--- config.mk ---
export PLATFORM = sky130hd
export DESIGN_NAME = vend_fsmd
export DESIGN_NICKNAME = d
export VERILOG_FILES = /design/src/rtl/vend_pkg.sv /design/src/rtl/vend_datapath.sv /design/src/rtl/vend_control.sv /design/src/rtl/vend_fsmd.sv
export SDC_FILE = /design/constraint.sdc
export NUM_CORES = 1
export LEC_CHECK = 0
export BUFFER_PORTS_ARGS = -buffer_cell sky130_fd_sc_hd__buf_4
export CELL_PAD_IN_SITES_DETAIL_PLACEMENT = 0
export CELL_PAD_IN_SITES_GLOBAL_PLACEMENT = 1
export CORE_ASPECT_RATIO = 1.75
export CORE_MARGIN = 2
export CORE_UTILIZATION = 38
export DETAILED_ROUTE_END_ITERATION = 8
export PLACE_DENSITY = 0.81
export SETUP_SLACK_MARGIN = 0.3
export SYNTH_ARGS = -nofsm -noshare
export SYNTH_HDL_FRONTEND = slang
export SYNTH_HIERARCHICAL = 1
export SYNTH_SLANG_ARGS = --single-unit
--- constraint.sdc ---
create_clock -name clk -period 2.4 [get_ports clk]
set_input_delay 0.24 -clock clk [delete_from_list [all_inputs] [get_ports clk]]
set_output_delay 0.24 -clock clk [all_outputs]
set_load 0.05 [all_outputs]
--- src/rtl/vend_pkg.sv ---
// Shared types for the vending controller.
// Assumes nothing beyond a two-bit state encoding.
package vend_pkg;
    typedef enum logic [1:0] {
        ST_INIT = 2'd0,
        ST_WAIT = 2'd1,
        ST_ADD  = 2'd2,
        ST_DISP = 2'd3
    } vend_state_t;
endpackage

--- src/rtl/vend_datapath.sv ---
// Datapath of the vending controller: a total register, an adder and a
// less-than comparator against the price.
// Assumes the controller never asks for clear and load together. The sum
// wraps modulo 2**W.
module vend_datapath #(
    parameter int W = 8
) (
    input  logic         clk,
    input  logic         rst_n,
    input  logic         tot_clr,
    input  logic         tot_ld,
    input  logic [W-1:0] coin_val,
    input  logic [W-1:0] price,
    output logic         tot_lt
);
    logic [W-1:0] total_q;
    logic [W-1:0] sum;

    // Adder: the running total plus the coin being credited.
    always_comb sum = total_q + coin_val;

    // Comparator: status bit for the controller.
    always_comb tot_lt = (total_q < price);

    // Total register with synchronous reset, clear and load.
    always_ff @(posedge clk) begin
        if (!rst_n || tot_clr) total_q <= '0;
        else if (tot_ld)       total_q <= sum;
    end

    assert_clear_zero_R6: assert property (@(posedge clk) disable iff (!rst_n)
        tot_clr |=> (total_q == '0));

    assert_hold_idle_R2: assert property (@(posedge clk) disable iff (!rst_n)
        (!tot_clr && !tot_ld) |=> $stable(total_q));
endmodule

--- src/rtl/vend_control.sv ---
// Controller of the vending controller. It drives the clear and load
// controls of the total register and reads one status bit (total < price).
// Assumes a coin strobe is one cycle wide and is honoured only while idle.
module vend_control
    import vend_pkg::*;
(
    input  logic clk,
    input  logic rst_n,
    input  logic coin,
    input  logic tot_lt,
    output logic tot_clr,
    output logic tot_ld,
    output logic dispense
);
    vend_state_t state_q, state_d;

    // Next-state logic of the four-state controller.
    always_comb begin
        state_d = state_q;
        unique case (state_q)
            ST_INIT: state_d = ST_WAIT;
            ST_WAIT: begin
                if (coin)         state_d = ST_ADD;
                else if (!tot_lt) state_d = ST_DISP;
            end
            ST_ADD:  state_d = ST_WAIT;
            ST_DISP: state_d = ST_INIT;
            default: state_d = ST_INIT;
        endcase
    end

    // State register with synchronous active-low reset.
    always_ff @(posedge clk) begin
        if (!rst_n) state_q <= ST_INIT;
        else        state_q <= state_d;
    end

    // Moore decode of the datapath controls and the dispense output.
    always_comb begin
        tot_clr  = (state_q == ST_INIT);
        tot_ld   = (state_q == ST_ADD);
        dispense = (state_q == ST_DISP);
    end

    assert_ctrl_exclusive_R8: assert property (@(posedge clk) disable iff (!rst_n)
        !(tot_clr && tot_ld));

    assert_load_after_coin_R8: assert property (@(posedge clk) disable iff (!rst_n)
        $rose(tot_ld) |-> $past(coin));

    assert_disp_one_cycle_R3: assert property (@(posedge clk) disable iff (!rst_n)
        dispense |=> !dispense);

    assert_disp_then_clear_R6: assert property (@(posedge clk) disable iff (!rst_n)
        dispense |=> tot_clr);

    assert_disp_needs_credit_R4: assert property (@(posedge clk) disable iff (!rst_n)
        $rose(dispense) |-> !$past(tot_lt));
endmodule

--- src/rtl/vend_fsmd.sv ---
// Top of the vending controller: connects the controller to the datapath.
// Assumes coin_val is held for the cycle after each coin strobe.
module vend_fsmd #(
    parameter int W = 8
) (
    input  logic         clk,
    input  logic         rst_n,
    input  logic         coin,
    input  logic [W-1:0] coin_val,
    input  logic [W-1:0] price,
    output logic         dispense
);
    logic tot_clr, tot_ld, tot_lt;

    vend_control u_ctrl (
        .clk      (clk),
        .rst_n    (rst_n),
        .coin     (coin),
        .tot_lt   (tot_lt),
        .tot_clr  (tot_clr),
        .tot_ld   (tot_ld),
        .dispense (dispense)
    );

    vend_datapath #(.W(W)) u_dp (
        .clk      (clk),
        .rst_n    (rst_n),
        .tot_clr  (tot_clr),
        .tot_ld   (tot_ld),
        .coin_val (coin_val),
        .price    (price),
        .tot_lt   (tot_lt)
    );

    assert_reset_quiet_R1: assert property (@(posedge clk)
        !rst_n |=> !dispense);
endmodule

Yosys cells after proc, flatten, opt, wreduce, memory -nomap -nowiden
Cells that the tools add are included.
Operators by class
  add/sub/neg operators: 1
  magnitude comparators: 1
  eq/ne operators: 4
  multiplexer cells: 3
  reduce and logical (&&, ||, !) cells: 4
Operators by type and width (count)
  adder 8 bit: 1
  less-than comparator 8 bit: 1
  one-hot mux 2 bit (3 select lines): 1
  equality test 2 bit (second input constant): 2
  2-to-1 mux 2 bit: 2
  != test 3 bit (second input constant): 1
  equality test 2 x 1 -> 1 bit (second input constant): 1
  logical NOT 2 bit: 1
  OR reduction 2 bit: 1
  logical NOT 1 bit: 1
  logical OR 1 bit: 1
Word-level totals
  flip-flop bits (word level): 10
  bits of input ports: 19
  output and inout bits: 1
  word-level logic and storage cells: 15

Longest topological paths before layout
  depth in word-level cells: 4
  gate-level depth with buffers: 8

Modules after synthesis
Netlist, hierarchy kept.
By module, submodules not included
  vend_datapath: instances 1, cells each 96, area each 797.0 um^2, sequential area each 160.2 um^2
  vend_control: instances 1, cells each 10, area each 86.3 um^2, sequential area each 40.0 um^2

Worst setup path after synthesis
OpenSTA, ideal clock, no wires.
  path type: reg-to-reg
  start: register u_dp.total_q[0]
  end: register u_dp.total_q[4]
  setup time: 70 ps
  arrival: 1682 ps
  required time: 2330 ps
  path slack: 647 ps
  cell stages (with the launch flop): 9
  period minus slack after synthesis: 1753 ps
  cell sequence: dfxtp_1 ha_1 inv_1 fa_1 nor2b_1 o21a_1 nor3_1 or3b_1 a21oi_1
On the way
  longest elaborated chain between the ends: 1
Ends and longest elaborated chain
  from (decl): line vend_datapath.sv:16  | logic [W-1:0] total_q;
  from (signal assigned): line vend_datapath.sv:28  | else if (tot_ld) total_q <= sum;
  adder 8 bit: line vend_datapath.sv:20  | always_comb sum = total_q + coin_val;
No other way between the ends.
A chain may end at the register's enable or synchronous reset.

Worst setup path in the final report
  start: register u_dp.total_q[0]
  end: register u_dp.total_q[6]
Same word-level chain as after synthesis.

==> impl_metrics.yaml <==
run_status:
  status: "finished, final reports clean"
min_path:
  hold_path_startpoint: "rst_n"
  min_path_type: "in -> reg"
  whs_path_depth: 2
  hold_end: "u_ctrl/state_q[0]$_SDFFE_PN0P_"
global_routing:
  gr-usage-met1_pct: 15.0
  grt_use_met2_pct: 32.5
  grt_use_total_pct: 16.3
  grt_use_met3_pct: 1.32
  grt_pass1_vias: 815
  grt_overflow: 0
  grt_max_degree: 16
  grt_pass1_wl_um: 3150
  antenna_found_initial: 0
  busiest_layer: "met2"
critical_path:
  r2r_start: "u_dp/total_q[0]$_SDFFE_PP0P_"
  cpPeakStageDelay_ns: 0.40
  cp_data_arrival_time_ns: 1.99
  r2r-end: "u_dp/total_q[6]$_SDFFE_PP0P_"
  crit_top_cell: "o21a_1"
  crit_family: "compound AO/OA/AOI/OAI gates"
  rrSetupSlack_ns: 0.53
  cp_cell_sequence: "ha_1 -> inv_1 -> fa_1 -> nor2b_1 -> o21a_1 -> o21a_1 -> o21ai_0 -> a211o_1"
  critical_path_depth: 8
  start_kind: "register"
  required_ns: 2.52
  critPathSlowestCell: "fa_1"
  r2r_cells: 8
  critical_path_buf_inv_count: 1
  crit_type: "reg -> reg"
  worstPathMaxFanout: 3
  endpoint_kind: "register"
sta:
  setup_viol: 0
  finClkSkew_ns: 0.00221
  worst_slew_pin_slew_ns: 0.433
  timing.final.hold_violations: 0
  rsz0062_at_grt: "false"
  tns_ns: 0
  slew_violations: 0
  fin_crit_sh_pct: 77.9
  fin_ws_ns: 0.530
  fmax_ghz: 0.535
  min_period_ns: 1.87
  relSlewSlack_pct: 71.2
cells_and_area:
  multi_input_area_um2: 627
  final_common_cell: "buf_4"
  register_area_um2: 200
  area_growth_pct: 25.1
  nets: 162
  final_cell_mix: "buf_4 (19), ha_1 (14), inv_1 (13)"
  drive_above_1_share_pct: 22.0
  fin_util_pct: 49.2
  n_antenna_cell: 0
  fill_cells: 230
clock_network:
  cts-resized-gates: 0
  cts_max_path_buffers: 2
  cts_setup_buffers: 0
  cts_tree: "done"
  cts-root-buf: "clkbuf_8"
  insertion_delay_ns: 0.23
  cts_sinks: 10
  htreeDepth: 1
  numCtsBuffers: 3
  hold_buffers: 0
  clkTransAtPathRegs_ns: 0.05
synthesis:
  netlist.area_leader.share_pct: 22.7
  synth-seq-area-share_pct: 22.7
  ys_warn_count: 6
  synthCells: 106
  netlist_top_cells_area: "dfxtp_1 (23%), ha_1 (20%), inv_1 (5.5%)"
  synth_cell_types: 36
  yosysTopAreaCell: "dfxtp_1"
  synth-seq-cells: 10
  syn-num-nets: 140
  avgSynthCellArea_um2: 8.33
  syn-cell-area_um2: 883
place:
  pre_cts_ws_ns: 0.530
  portBuffers: 19
  gp_congestion: 0.804
  post-dp-hpwl_um: 1580
power:
  p_clk_share_pct: 45.9
  p_seq_share_pct: 37.6
  peakVddDrop_mv: 0.196
  p_comb_share_pct: 16.5
  p_int_uw: 355
  p_per_area_nw_per_um2: 417
  p_sw_share_pct: 22.9
  static-leakage-power_uw: 0.000539
  switchingPower_uw: 106
floorplan:
  core_area_um2: 2240
  rows: 23
  ios: 20
  initial_core_util_pct: 39.4
  dieHeight_um: 67.8
  dieArea_um2: 2740
  die_width_um: 40.4
routing:
  vias_per_cell: 5.39
  drtIter0Drc: 29
  ant_nets: 0
  wl_per_cell_um: 12.8
  wl_um: 1940
  vias: 819
  drt_pass1_iterations: 4
  drc: 0
job:
  drv_cap: 0
-- kinds of logic after synthesis --
group                      share of synthesized area (%)
and+or+nand+nor                                     20.1
AOI/OAI and AO/OA                                   20.8
buffers and inverters                               6.37
adders and majority gates                           22.1
DFF                                                 22.7
muxes                                               5.95
xor gates and xnor gates                            1.98
-- power groups by stage --
stage / Sequential (uW) / Combinational, uW / Clock (uW)
after floorplan: 176 / 44.0 / 0
after global placement: 176 / 74.0 / 0
after detailed placement: 177 / 76.7 / 0
after CTS: 173 / 77.0 / 216
after global routing: 174 / 86.1 / 221
final: 173 / 76.3 / 211
-- worst max-delay path by stage --
stage | from | to | slack [ns]
final | u_dp/total_q[0]$_SDFFE_PP0P_ | u_dp/total_q[6]$_SDFFE_PP0P_ | 0.53
after global routing | u_dp/total_q[0]$_SDFFE_PP0P_ | u_dp/total_q[6]$_SDFFE_PP0P_ | 0.38
after CTS | u_dp/total_q[0]$_SDFFE_PP0P_ | u_dp/total_q[6]$_SDFFE_PP0P_ | 0.52
after detailed placement | u_dp/total_q[0]$_SDFFE_PP0P_ | u_dp/total_q[6]$_SDFFE_PP0P_ | 0.53
after global placement | u_dp/total_q[0]$_SDFFE_PP0P_ | u_dp/total_q[4]$_SDFFE_PP0P_ | 0.57
after floorplan | u_dp/total_q[0]$_SDFFE_PP0P_ | u_dp/total_q[4]$_SDFFE_PP0P_ | 0.65
-- final cells by class --
cell class                 instances  area share [%]
multi-input combinational         81            56.7
sequential                        10            18.1
inverter                          13            4.42
clock buffer                       4            4.98
tap                               25            2.83
timing repair buffer              19            12.9
-- sequential cells by signal, summed over array words and instances, names as in the netlist --
register / cells
u_dp/total_q: 8
u_ctrl/state_q: 2
-- stage by stage --
stage	hold slack, ns	power [uW]	instance area [um^2]	cells
after global routing	0.239	481	1100	152
after CTS	0.225	467	1100	152
after global placement	0.453	250	1050	148
after floorplan	0.362	220	883	106
after detailed placement	0.468	254	1050	148
final	0.227	461	1100	152
-- routing by layer --
metal	part of all wire, %	up-vias
li1	-	421
met1	37	379
met2	59	17
met3	4.2	2
met4	0.52	0
met5	0	-
-- synthesized netlist by cell type --
master / count
a211o_1: 1
a211oi_1: 1
a211oi_2: 1
a21o_1: 4
a21oi_1: 9
a221oi_1: 1
a32o_1: 1
and2_1: 1
and2_2: 1
and2b_2: 1
and3_1: 1
buf_1: 1
clkbuf_1: 1
dfxtp_1: 10
fa_1: 1
ha_1: 14
inv_1: 13
mux2_2: 2
mux2i_1: 3
nand2_1: 4
nand2b_1: 3
nand3_1: 2
nand3b_1: 1
nand4_1: 2
nor2_1: 6
nor2b_1: 3
nor3_1: 5
o211a_1: 1
o21a_1: 2
o21ai_0: 3
o21ai_1: 1
o21bai_1: 1
o311ai_0: 1
or3b_1: 1
or4b_1: 1
xnor2_1: 2
-- worst register-to-register path: stages (launching register included) --
cell and delay, ns:
dfxtp_1 0.34, ha_1 0.21, inv_1 0.07, fa_1 0.40, nor2b_1 0.12, o21a_1 0.13, o21a_1 0.14, o21ai_0 0.09
a211o_1 0.26
Note: power is estimated with default switching activity, not from simulation.
